--- config.mk ---
export PLATFORM = sky130hd
export DESIGN_NAME = wdt_guard
export DESIGN_NICKNAME = d
export VERILOG_FILES = /design/src/rtl/wdt_pkg.sv /design/src/rtl/wdt_ctrl.sv /design/src/rtl/wdt_count.sv /design/src/rtl/wdt_guard.sv
export SDC_FILE = /design/constraint.sdc
export NUM_CORES = 1
export LEC_CHECK = 0
export ABC_CLOCK_PERIOD_IN_PS = 1990
export BUFFER_PORTS_ARGS = -buffer_cell sky130_fd_sc_hd__buf_2
export CAP_MARGIN = 20
export CORE_MARGIN = 4
export CORE_UTILIZATION = 52
export CTS_CLUSTER_SIZE = 40
export DETAILED_ROUTE_END_ITERATION = 12
export PLACE_DENSITY = 0.75
export SLEW_MARGIN = 20
export SYNTH_ARGS = -nofsm -noshare
export SYNTH_HDL_FRONTEND = slang
export SYNTH_SLANG_ARGS = --single-unit
--- constraint.sdc ---
create_clock -name clk -period 1.99 [get_ports clk]
set_input_delay 0.0995 -clock clk [delete_from_list [all_inputs] [get_ports clk]]
set_output_delay 0.0995 -clock clk [all_outputs]
set_load 0.05 [all_outputs]
--- src/rtl/wdt_pkg.sv ---
package wdt_pkg;

  localparam int unsigned SEL_W    = 3;
  localparam int unsigned NUM_TAPS = 1 << SEL_W;
  localparam int unsigned RSVD_W   = 3;

  // Reserved bits keep nothing that is written to them.
  localparam logic [RSVD_W-1:0] RSVD_KEEP = '0;

  // Field layout of the control register, MSB first.
  typedef struct packed {
    logic [RSVD_W-1:0] rsvd;
    logic              toe;
    logic              en;
    logic [SEL_W-1:0]  sel;
  } ctlReg_t;

  // Strobes that the control half sends to the counter half.
  typedef struct packed {
    logic clear;
    logic step;
  } cntStrobe_t;

endpackage

--- src/rtl/wdt_ctrl.sv ---
module wdt_ctrl
  import wdt_pkg::*;
#(
  parameter int unsigned WIN_CYC = 4
) (
  input  logic             clk,
  input  logic             rstN,
  input  logic             wrEn,
  input  logic [7:0]       wrData,
  input  logic             restart,
  input  logic             tick,
  output logic [SEL_W-1:0] sel,
  output logic [7:0]       rdData,
  output cntStrobe_t       strobe
);

  localparam int unsigned WIN_W = $clog2(WIN_CYC + 1);

  ctlReg_t          ctlQ;
  ctlReg_t          wrImg;
  logic [WIN_W-1:0] winQ;
  logic             openWin;

  assign wrImg   = ctlReg_t'(wrData);
  assign openWin = wrEn && wrImg.toe;

  // Enable, prescale select and reserved bits.
  always_ff @(posedge clk or negedge rstN) begin
    if (!rstN) begin
      ctlQ.rsvd <= '0;
      ctlQ.en   <= 1'b0;
      ctlQ.sel  <= '0;
    end else if (wrEn) begin
      ctlQ.rsvd <= wrImg.rsvd & RSVD_KEEP;
      ctlQ.sel  <= wrImg.sel;
      if (wrImg.en) begin
        ctlQ.en <= 1'b1;
      end else if (ctlQ.toe) begin
        ctlQ.en <= 1'b0;
      end
    end
  end

  // Turn-off enable and its self-clearing window.
  always_ff @(posedge clk or negedge rstN) begin
    if (!rstN) begin
      ctlQ.toe <= 1'b0;
      winQ     <= '0;
    end else if (openWin) begin
      ctlQ.toe <= 1'b1;
      winQ     <= WIN_W'(WIN_CYC);
    end else if (ctlQ.toe) begin
      if (winQ <= WIN_W'(1)) begin
        ctlQ.toe <= 1'b0;
        winQ     <= '0;
      end else begin
        winQ <= winQ - WIN_W'(1);
      end
    end
  end

  assign sel          = ctlQ.sel;
  assign rdData       = 8'(ctlQ);
  assign strobe.clear = !ctlQ.en || restart;
  assign strobe.step  = ctlQ.en && tick;

endmodule

--- src/rtl/wdt_count.sv ---
module wdt_count
  import wdt_pkg::*;
#(
  parameter int unsigned BASE_LOG2 = 13
) (
  input  logic             clk,
  input  logic             rstN,
  input  cntStrobe_t       strobe,
  input  logic [SEL_W-1:0] sel,
  output logic             resetReq
);

  localparam int unsigned CNT_W = BASE_LOG2 + NUM_TAPS - 1;

  logic [CNT_W-1:0] taps [NUM_TAPS];
  logic [CNT_W-1:0] cntQ;
  logic [CNT_W-1:0] term;
  logic             atTerm;
  logic             reqQ;

  // One terminal value per prescale step, each twice the previous period.
  for (genvar g = 0; g < NUM_TAPS; g++) begin : g_tap
    assign taps[g] = CNT_W'((64'd1 << (BASE_LOG2 + g)) - 64'd1);
  end

  assign term   = taps[sel];
  assign atTerm = (cntQ >= term);

  always_ff @(posedge clk or negedge rstN) begin
    if (!rstN) begin
      cntQ <= '0;
      reqQ <= 1'b0;
    end else if (strobe.clear) begin
      cntQ <= '0;
      reqQ <= 1'b0;
    end else if (strobe.step) begin
      if (atTerm) begin
        cntQ <= '0;
        reqQ <= 1'b1;
      end else begin
        cntQ <= cntQ + CNT_W'(1);
        reqQ <= 1'b0;
      end
    end else begin
      reqQ <= 1'b0;
    end
  end

  assign resetReq = reqQ;

endmodule

--- src/rtl/wdt_guard.sv ---
module wdt_guard
  import wdt_pkg::*;
#(
  parameter int unsigned BASE_LOG2 = 13,
  parameter int unsigned WIN_CYC   = 4
) (
  input  logic       clk,
  input  logic       rstN,
  input  logic       wrEn,
  input  logic [7:0] wrData,
  output logic [7:0] rdData,
  input  logic       restart,
  input  logic       tick,
  output logic       resetReq
);

  cntStrobe_t       strobe;
  logic [SEL_W-1:0] sel;

  wdt_ctrl #(.WIN_CYC(WIN_CYC)) u_ctrl (
    .clk     (clk),
    .rstN    (rstN),
    .wrEn    (wrEn),
    .wrData  (wrData),
    .restart (restart),
    .tick    (tick),
    .sel     (sel),
    .rdData  (rdData),
    .strobe  (strobe)
  );

  wdt_count #(.BASE_LOG2(BASE_LOG2)) u_count (
    .clk      (clk),
    .rstN     (rstN),
    .strobe   (strobe),
    .sel      (sel),
    .resetReq (resetReq)
  );

endmodule

### Word-level counts from Yosys, hierarchy flattened

Memories as Yosys holds them, arrays and structs flattened.
Index checks and enable logic that the tools add are counted.
W data, S select, Z words.

* multipliers: 0
* equal/unequal tests: 0
* muxes and demuxes: 16
* $lt $le $gt $ge: 3
* divide/modulo/power cells: 0
* shifts and indexed selects: 0
* reductions and logical operators: 8
* bitwise gates (word level): 1
* add/sub/neg operators: 2

Operator list (count)
* $mux W20: 5
* $add A20 B1 Y20 const B: 1
* $ge A20 B20 Y1: 1
* $mux W3: 3
* $mux W1: 8
* $reduce_bool A2 Y1: 3
* $ge A4 B4 Y1 const B: 1
* $not A3 Y4: 1
* $le A3 B1 Y1 const B: 1
* $sub A3 B1 Y3 const B: 1
* $logic_and A1 B1 Y1: 2
* $reduce_and A2 Y1: 1
* $logic_not A1 Y1: 1
* $logic_or A1 B1 Y1: 1

* bits in writable memories: 0
* flip-flop bits (word level): 29
* memories kept: 1
* latch bits: 0
* logic and storage cells: 37
* ROM bits: 160

Memories
* (name not given): depth 8, width 20, rd ports 1, clocked after Yosys merged registers in 0, wr ports 0, line wdt_count.sv:26 `assign term = taps[sel];`

### Logic depth before layout (Yosys ltp)

Gate-level depths: netlist of the first run.

* depth after elaboration: 8
* mapped depth: 8
* mapped depth without buffers: 7

### Modules after synthesis

From an unflattened synthesis of the first run, not the netlist that was laid out.

* cells, all modules: 175
* area total of the unflattened synthesis: 1671.6 sq um

Modules (own cells, without submodules)
* wdt_count: times used 1, cells each 131, area each 1231.2 sq um, seq. area each 525.5 sq um
* wdt_ctrl: times used 1, cells each 44, area each 440.4 sq um, seq. area each 200.2 sq um

### Worst setup path before layout of the first run

Ideal clock, no wire load.

* path kind: register to register
* from: register u_ctrl.sel[2] (netlist name)
* to: register u_count.cntQ[18]
* data required time: 1.908 ns
* period minus slack after synthesis: 2.332 ns
* buffers on the path: 1
* setup slack: -0.342 ns
* data arrival time: 2.250 ns
* stages on the path, launching flop included: 9
* library setup time: 0.082 ns
* cells stage by stage: dfrtp_1 -> o21ai_0 -> ha_1 -> a21oi_1 -> o2111ai_2 -> a211oi_4 -> buf_6 -> a41oi_2 -> a31oi_1

* word-level cells in the longest chain between the ends: 8

Ends and longest elaborated chain
* $not A3 Y4 (implied by the code): line wdt_count.sv:26
* $mem_v2 Z8 W20
* $mux W20 (implied by the code) (2 in series): line wdt_count.sv:26
* $ge A20 B20 Y1: line wdt_count.sv:27 `assign atTerm = (cntQ >= term);`
* $mux W20: line wdt_count.sv:37 `if (atTerm) begin`
* $mux W20: line wdt_count.sv:36 `end else if (strobe.step) begin`
* $mux W20: line wdt_count.sv:33 `end else if (strobe.clear) begin`
* end signal, assigned: line wdt_count.sv:41 `cntQ <= cntQ + CNT_W'(1);`
* end, declared: line wdt_count.sv:16 `logic [CNT_W-1:0] cntQ;`

No other way between the ends. The select of a mux whose other input is x is not followed.
A chain may end at the register's enable or synchronous reset.

### Worst setup path in the final report of the first run

* from: register u_ctrl.sel[2] (netlist name)
* to: register u_count.cntQ[15]

* word-level cells in the longest chain between the ends: 8

Ends and longest elaborated chain (line)
* $not A3 Y4 (implied by the code): wdt_count.sv:26
* $mem_v2 Z8 W20
* $mux W20 (implied by the code) (2 in series): wdt_count.sv:26
* $ge A20 B20 Y1: wdt_count.sv:27
* $mux W20: wdt_count.sv:37
* $mux W20: wdt_count.sv:36
* $mux W20: wdt_count.sv:33

No other way between the ends. The select of a mux whose other input is x is not followed.

==> results.ini, run 1 <==
[critical_path]
critPathTopFamily = compound AO/OA/AOI/OAI gates
cp.arrival_ns = 2.31
crit_top_cell = buf_12
crit_chain = nand3_2 -> ha_4 -> nand4_1 -> a21oi_2 -> a211oi_4 -> buf_12 -> buf_12 -> a21oi_1 -> a31oi_1
cp_max_fo = 8
worstPathRequired_ns = 2.17
worst_path_max_delay_cell = dfrtp_2
crit_buf_inv = 2
crit_path_max_incr_delay_ns = 0.50
cp-start-kind = flip-flop
end_kind = flip-flop
critPathKind = flip-flop to flip-flop

[logic_synthesis]
yosys_warnings = 0
synth_edf_count = 0
yosys.area.top_type_share = 0.402
avgSynthCellArea_um2 = 9.25
yosys.area.top_type = dfrtp_1
synthCells = 195
synth-seq-cells = 29
ys.flop_type = dfrtp_1
synthArstFlopShare = 1.00
synthTopCellsByArea = dfrtp_1 (40%), ha_1 (6.9%), a21oi_1 (4.7%)
synth_cell_types = 40
netlist_area_mm2 = 0.00180
ys_seq_area_frac = 0.402

[detailed_routing]
vias = 1601
ant_nets = 0
drc = 0
wl_per_cell_um = 16.1
drt_iter0_markers = 95
vias_per_cell = 5.84
firstDrtPassIters = 4
drt_wl_total_um = 4420

[die]
die_h_um = 66.9
io_pins = 22
die_area_mm2 = 0.00447
start_util = 0.540
rows = 21
coreArea_mm2 = 0.00334
fp.dieW_um = 66.9

[placement]
portBuffers = 15
gp_congestion = 0.871
post-place-ws_ns = -0.120
dpl_cell_area_mm2 = 0.00199
place_inst = 258
hpwl_um = 2810

[timing]
finClkSkew_ns = 0.0202
hold_violations = 0
fin_crit_ns = 2.13
setup_viol = 19
tightestPinTransition_ns = 0.660
hold_ws_ns = 0.0129
max_slew_margin = 0.558
rsz0062_at_grt = yes
fmaxAchievable_mhz = 470
period_share = 1.07
postLayoutSetupSlackWorst_ns = -0.135
slew_violations = 0

[cts]
insertion_delay_ns = 0.33
cts_root_buffer = clkbuf_4
cts_tree = done
clock-sinks = 29
clock_path_buffers = 2
cts_buffers = 5
clk_pin_slew_ns = 0.11
cts_max_level = 2

[layout]
fill_cells = 257
design_area_mm2 = 0.00224
diodes = 0
drive_above_1_share = 0.272
final_cell_mix = dfrtp_1 (26), nand2_1 (18), buf_2 (15), a21oi_1 (13), inv_1 (12)
fin_nets = 250
mostFrequentLayoutCell = dfrtp_1
final_cell_count_no_fill = 274
multiInputGateArea_mm2 = 0.00110
syn_to_final_growth_pct = 24.4
seqCellArea_um2 = 729

[global_route]
grt_start_max_net_pins = 30
grtUsageTotal = 0.200
grt_use_met1 = 0.246
antenna_found_initial = 0
grt_pass1_wl_um = 6690
met2_usage = 0.342
use_met3 = 0.0506
grt_pass1_vias = 1465
busiest_layer = met2
grt.overflow.total = 0

[run_status]
status = finished, violations left
failed_checks = setup timing

[hold_path]
hp-class = input port to flip-flop

[power]
p_total_mw = 1.61
power_density_mw_per_mm2 = 717
p_leak_nw = 0.960
ir_drop_mv = 0.582

[job]
drv_cap = 0

[through the flow]
stage,util,TNS (ns)
2_1_floorplan,-,-0.187
3_3_place_gp,0.596,-0.0988
3_5_place_dp,0.596,-0.844
4_1_cts,0.640,-0.364
5_1_grt,0.672,-2.62
6_report,0.672,-1.04
[final timing paths]
path,slack [ns],cells past startpoint,startpoint,end
worst max-delay path,-0.14,9,u_ctrl.sel[2]$_DFFE_PN0P_,u_count.cntQ[15]$_DFFE_PN0P_
worst min-delay path,0.01,2,wrData[1],u_ctrl.sel[1]$_DFFE_PN0P_
worst max register to register,-0.14,9,u_ctrl.sel[2]$_DFFE_PN0P_,u_count.cntQ[15]$_DFFE_PN0P_
worst min register to register,0.54,1,u_count.cntQ[14]$_DFFE_PN0P_,u_count.cntQ[14]$_DFFE_PN0P_
max in group asynchronous,1.21,2,rstN,u_ctrl.sel[2]$_DFFE_PN0P_
min in group asynchronous,0.32,2,rstN,u_count.cntQ[19]$_DFFE_PN0P_
[layer usage]
layer / vias up / wire length (um)
met5: - / 0
met4: 0 / 63
met3: 8 / 158
met2: 46 / 2360
met1: 773 / 1840
li1: 774 / -
[state kept, by name (all words and copies together), names as in the netlist]
name              flops
u_count.cntQ         20
u_ctrl.winQ           3
u_ctrl.sel            3
u_ctrl.rdData         2
u_count.resetReq      1
[area by class of cell]
cell class | count | area share
clock buffers | 7 | 0.0290
clock inverters | 1 | 0.00223
inverters | 12 | 0.0201
multi-input cells | 148 | 0.492
flip-flops and latches | 29 | 0.325
well taps | 46 | 0.0257
repair buffers | 31 | 0.105
[synthesized netlist by cell type, types with 4 or more instances]
master	instances
nand3b_1	5
and3_1	4
dfrtp_1	29
ha_1	10
nand4_1	7
buf_4	4
inv_1	12
a31oi_1	12
nand2_1	18
nor2_1	11
mux2_2	4
a21oi_1	17
o21ai_0	12
nand3_1	11
[cells by family after synthesis]
logic type	share of synthesized area
adder cells (fa/ha/maj)	0.0694
buffers and inverters	0.0583
AO/OA/AOI/OAI	0.183
AND/OR/NAND/NOR	0.255
flip-flops	0.403
multiplexers	0.0305
other	0.00208
[power breakdown]
| group | switching, mW | total, mW | internal, mW |
|---|---|---|---|
| logic | 0.304 | 0.491 | 0.187 |
| registers | 0.0597 | 0.704 | 0.645 |
| clock network | 0.209 | 0.414 | 0.205 |
| total | 0.573 | 1.61 | 1.04 |
[worst register-to-register path, cell delays in order (launching register included)]
cell and delay [ns]:
dfrtp_2 0.50, nand3_2 0.12, ha_4 0.31, nand4_1 0.18, a21oi_2 0.26, a211oi_4 0.09
buf_12 0.15, buf_12 0.13, a21oi_1 0.18, a31oi_1 0.07
[repair_timing]
action                     in CTS  in global routing
hold endpoints to repair       32                  1
resized for setup              10                 10
setup endpoints to repair      16                 20
hold buffers                    4                  1
setup buffers                   1                  2
gates cloned                    0                  0
pin swaps                       5                  9
No activity file was read; power rests on OpenSTA's default activity.
==> run 2, diff against run 1 <==
Settings changed: ABC_AREA set to 1, CORE_UTILIZATION 52 to 53, PLACE_DENSITY 0.75 to 0.76, SLEW_MARGIN 20 to 25.
==> results.ini, run 2 <==
[placement]
gp_congestion = 0.953  ; was 0.871
place_inst = 330  ; was 258
hpwl_um = 3050  ; was 2810 um
portBuffers = 15  ; unchanged

[die]
io_pins = 22  ; unchanged
rows = 21  ; unchanged
start_util = 0.572  ; was 0.540
die_area_mm2 = 0.00479  ; was 0.00447 mm2
die_h_um = 69.2  ; was 66.9 um
fp.dieW_um = 69.2  ; was 66.9 um
coreArea_mm2 = 0.00347  ; was 0.00334 mm2

[detailed_routing]
firstDrtPassIters = 4  ; unchanged
ant_nets = 0  ; unchanged
vias_per_cell = 5.20  ; was 5.84
drt_wl_total_um = 4360  ; was 4420 um
drt_iter0_markers = 193  ; was 95
wl_per_cell_um = 12.7  ; was 16.1 um
vias = 1785  ; was 1601
drc = 0  ; unchanged

[run_status]
status = completed  ; was finished, violations left

[logic_synthesis]
synthArstFlopShare = 1.00  ; unchanged
avgSynthCellArea_um2 = 7.40  ; was 9.25 um2
synth-seq-cells = 29  ; unchanged
ys.flop_type = dfrtp_1  ; unchanged
ys_seq_area_frac = 0.366  ; was 0.402
yosys.area.top_type = dfrtp_1  ; unchanged
yosys.cell_count.top_type = nand2_1  ; was dfrtp_1
synthTopCellsByArea = dfrtp_1 (37%), nand2_1 (15%), ha_1 (6.3%)  ; was dfrtp_1 (40%), ha_1 (6.9%), a21oi_1 (4.7%)
yosys.area.top_type_share = 0.366  ; was 0.402
synth_cell_types = 31  ; was 40
netlist_area_mm2 = 0.00198  ; was 0.00180 mm2
synthCells = 268  ; was 195
ys_top_cells_by_count = nand2_1 (80), nor2_1 (33), dfrtp_1 (29), inv_1 (29), nand3_1 (15)  ; was dfrtp_1 (29), nand2_1 (18), a21oi_1 (17)
synth_edf_count = 0  ; unchanged
yosys_warnings = 0  ; unchanged

[layout]
final_cell_count_no_fill = 343  ; was 274
reg_top3 = u_count.cntQ (20), u_ctrl.sel (3), u_ctrl.winQ (3)  ; unchanged
mostFrequentLayoutCell = nand2_1  ; was dfrtp_1
top_register = u_count.cntQ  ; unchanged
final_cell_mix = nand2_1 (79), nor2_1 (31), inv_1 (29), dfrtp_1 (26)  ; was dfrtp_1 (26), nand2_1 (18), buf_2 (15), a21oi_1 (13), inv_1 (12)
fin_nets = 319  ; was 250
drive_above_1_share = 0.205  ; was 0.272
syn_to_final_growth_pct = 15.4  ; was 24.4%
diodes = 0  ; unchanged
fill_cells = 311  ; was 257
largest_reg_flops = 20  ; unchanged

[critical_path]
endpoint = u_count.cntQ[6]$_DFFE_PN0P_  ; was u_count.cntQ[15]$_DFFE_PN0P_
timing.rr.start = u_ctrl.sel[1]$_DFFE_PN0P_  ; was u_ctrl.sel[2]$_DFFE_PN0P_
r2r_end = u_count.cntQ[6]$_DFFE_PN0P_  ; was u_count.cntQ[15]$_DFFE_PN0P_
critPathLaunch = u_ctrl.sel[1]$_DFFE_PN0P_  ; was u_ctrl.sel[2]$_DFFE_PN0P_
worstPathRequired_ns = 2.20  ; was 2.17 ns
critPathKind = flip-flop to flip-flop  ; unchanged
cp_max_fo = 8  ; unchanged
cp-start-kind = flip-flop  ; unchanged
rr_worst_depth = 8  ; was 9
end_kind = flip-flop  ; unchanged
crit_chain = a21oi_1 -> ha_1 -> a21oi_1 -> nand2_1 -> a21oi_4 -> nand3_4 -> buf_6 -> a21oi_2  ; was nand3_2 -> ha_4 -> nand4_1 -> a21oi_2 -> a211oi_4 -> buf_12 -> buf_12 -> a21oi_1 -> a31oi_1
regToRegSetupSlack_ns = 0.09  ; was -0.14 ns
crit_top_cell = a21oi_1  ; was buf_12
cp.arrival_ns = 2.11  ; was 2.31 ns
crit_path_max_incr_delay_ns = 0.46  ; was 0.50 ns
worst_path_max_delay_cell = dfrtp_2  ; unchanged

[global_route]
grt_start_max_net_pins = 30  ; unchanged
grtUsageTotal = 0.195  ; was 0.200
antenna_found_initial = 0  ; unchanged
grt_pass1_vias = 1704  ; was 1465
grt_pass1_wl_um = 7530  ; was 6690 um
grt.overflow.total = 0  ; unchanged

[hold_path]
worstHoldStart = wrData[2]  ; was wrData[1]
hp-class = input port to flip-flop  ; unchanged

[power]
p_total_mw = 1.61  ; about the same
p_sw_uw = 575  ; was 573 uW
p_int_mw = 1.03  ; was 1.04 mW
p_leak_nw = 1.02  ; was 0.960 nW
pwr-share-comb = 0.272  ; was 0.305
clockPowerShare = 0.296  ; was 0.257
power_frac_seq = 0.432  ; was 0.438
power_density_mw_per_mm2 = 702  ; was 717 mW/mm2
p_sw_frac = 0.358  ; was 0.356
ir_drop_mv = 0.824  ; was 0.582 mV

[cts]
cts_max_level = 2  ; unchanged
clock-sinks = 29  ; unchanged
cts_buffers = 5  ; unchanged
insertion_delay_ns = 0.29  ; was 0.33 ns
cts_root_buffer = clkbuf_8  ; was clkbuf_4
cts_tree = done  ; unchanged
clk_pin_slew_ns = 0.07  ; was 0.11 ns
clock_path_buffers = 2  ; unchanged

[timing]
max_slew_margin = 0.564  ; was 0.558
hold_ws_ns = 0.0101  ; was 0.0129 ns
finalSetupTns_ns = 0  ; was -1.04 ns
hold_violations = 0  ; unchanged
tightestPinTransition_ns = 0.653  ; was 0.660 ns
period_share = 0.953  ; was 1.07
setup_viol = 0  ; was 19
fmaxAchievable_mhz = 527  ; was 470 MHz
fin_crit_ns = 1.90  ; was 2.13 ns
finClkSkew_ns = 0.0123  ; was 0.0202 ns
slew_violations = 0  ; unchanged

[job]
drv_cap = 0  ; unchanged

==> run 2: cell types whose count changed in the layout (fill, tap and decap cells not counted), sizes merged, moves of 4 or more <==
cell / before / now
a31oi: 12 / 0
dlygate4sd3: 5 / 1
inv: 12 / 29
nand2: 18 / 84
nand3: 11 / 17
nand4: 9 / 4
nor2: 11 / 36
xor2: 0 / 4
==> run 2: per-layer routing <==
metal / vias up / wire length [um] / track usage
met5: - / 0 / 0
met4: 0 / 91 / 0.0759
met3: 8 / 223 / 0.0493
met2: 45 / 2130 / 0.318
met1: 819 / 1910 / 0.248
li1: 913 / - / -
==> run 2: what timing repair did <==
action                                  4_1_cts  5_1_grt
buffers inserted                              0        3
hold buffers                                  1        0
hold endpoints to repair                     29        0
gates resized for setup                       0        9
endpoints found under the setup margin        0       20
==> run 2: logic make-up (layout without fill, tap and decap cells) <==
group,Yosys count,in the layout,synth area share
flops,29,29,0.366
simple gates,149,150,0.330
buf+inv,36,62,0.0839
compound gates,35,35,0.117
other cells,1,3,0.00189
mux,3,3,0.0164
fa+ha+maj,10,10,0.0631
xor+xnor,5,5,0.0221
==> run 2: layout make-up <==
| type | instances | area [um2] | share of cell area |
|---|---|---|---|
| Tap cell | 46 | 57.6 | 0.0251 |
| Multi-Input combinational cell | 206 | 1140 | 0.499 |
| Clock inverter | 2 | 10.0 | 0.00437 |
| Clock buffer | 6 | 72.6 | 0.0317 |
| Inverter | 29 | 109 | 0.0475 |
| Sequential cell | 29 | 729 | 0.319 |
| Timing Repair Buffer | 25 | 169 | 0.0738 |
==> run 2: worst min-delay path by stage <==
stage | endpoint | slack (ns) | depth (start not counted)
after global placement | u_count.cntQ[17]$_DFFE_PN0P_ | 0.17 | 1
after global routing | u_ctrl.sel[0]$_DFFE_PN0P_ | 0.04 | 2
after CTS | u_ctrl.sel[2]$_DFFE_PN0P_ | 0.01 | 3
after detailed placement | u_ctrl.sel[2]$_DFFE_PN0P_ | 0.17 | 1
final | u_ctrl.sel[2]$_DFFE_PN0P_ | 0.01 | 3
after floorplan | u_count.cntQ[0]$_DFFE_PN0P_ | -0.20 | 0
==> run 2: through the flow <==
stage	area [um2]	utilization	setup WS [ns]
global placement	2110	0.610	0.0836
detailed placement	2110	0.610	0.0467
global route	2290	0.660	-0.0211
finish	2290	0.660	0.0934
floorplan	1990	-	0.00996
CTS	2210	0.636	0.0272
==> run 2: critical path, delay by kind of cell, from the launching register on <==
family	cells	cell delay [ns]
compound gates	4	0.67
fa+ha+maj	1	0.27
buf+inv	1	0.17
flops	1	0.46
simple gates	2	0.25
==> run 2: power by group through the flow <==
stage	clock (mW)	sequential, mW	combinational [mW]
floorplan	0	0.776	0.234
global placement	0	0.700	0.393
detailed placement	0	0.701	0.407
CTS	0.487	0.692	0.408
global route	0.519	0.704	0.495
finish	0.476	0.694	0.437
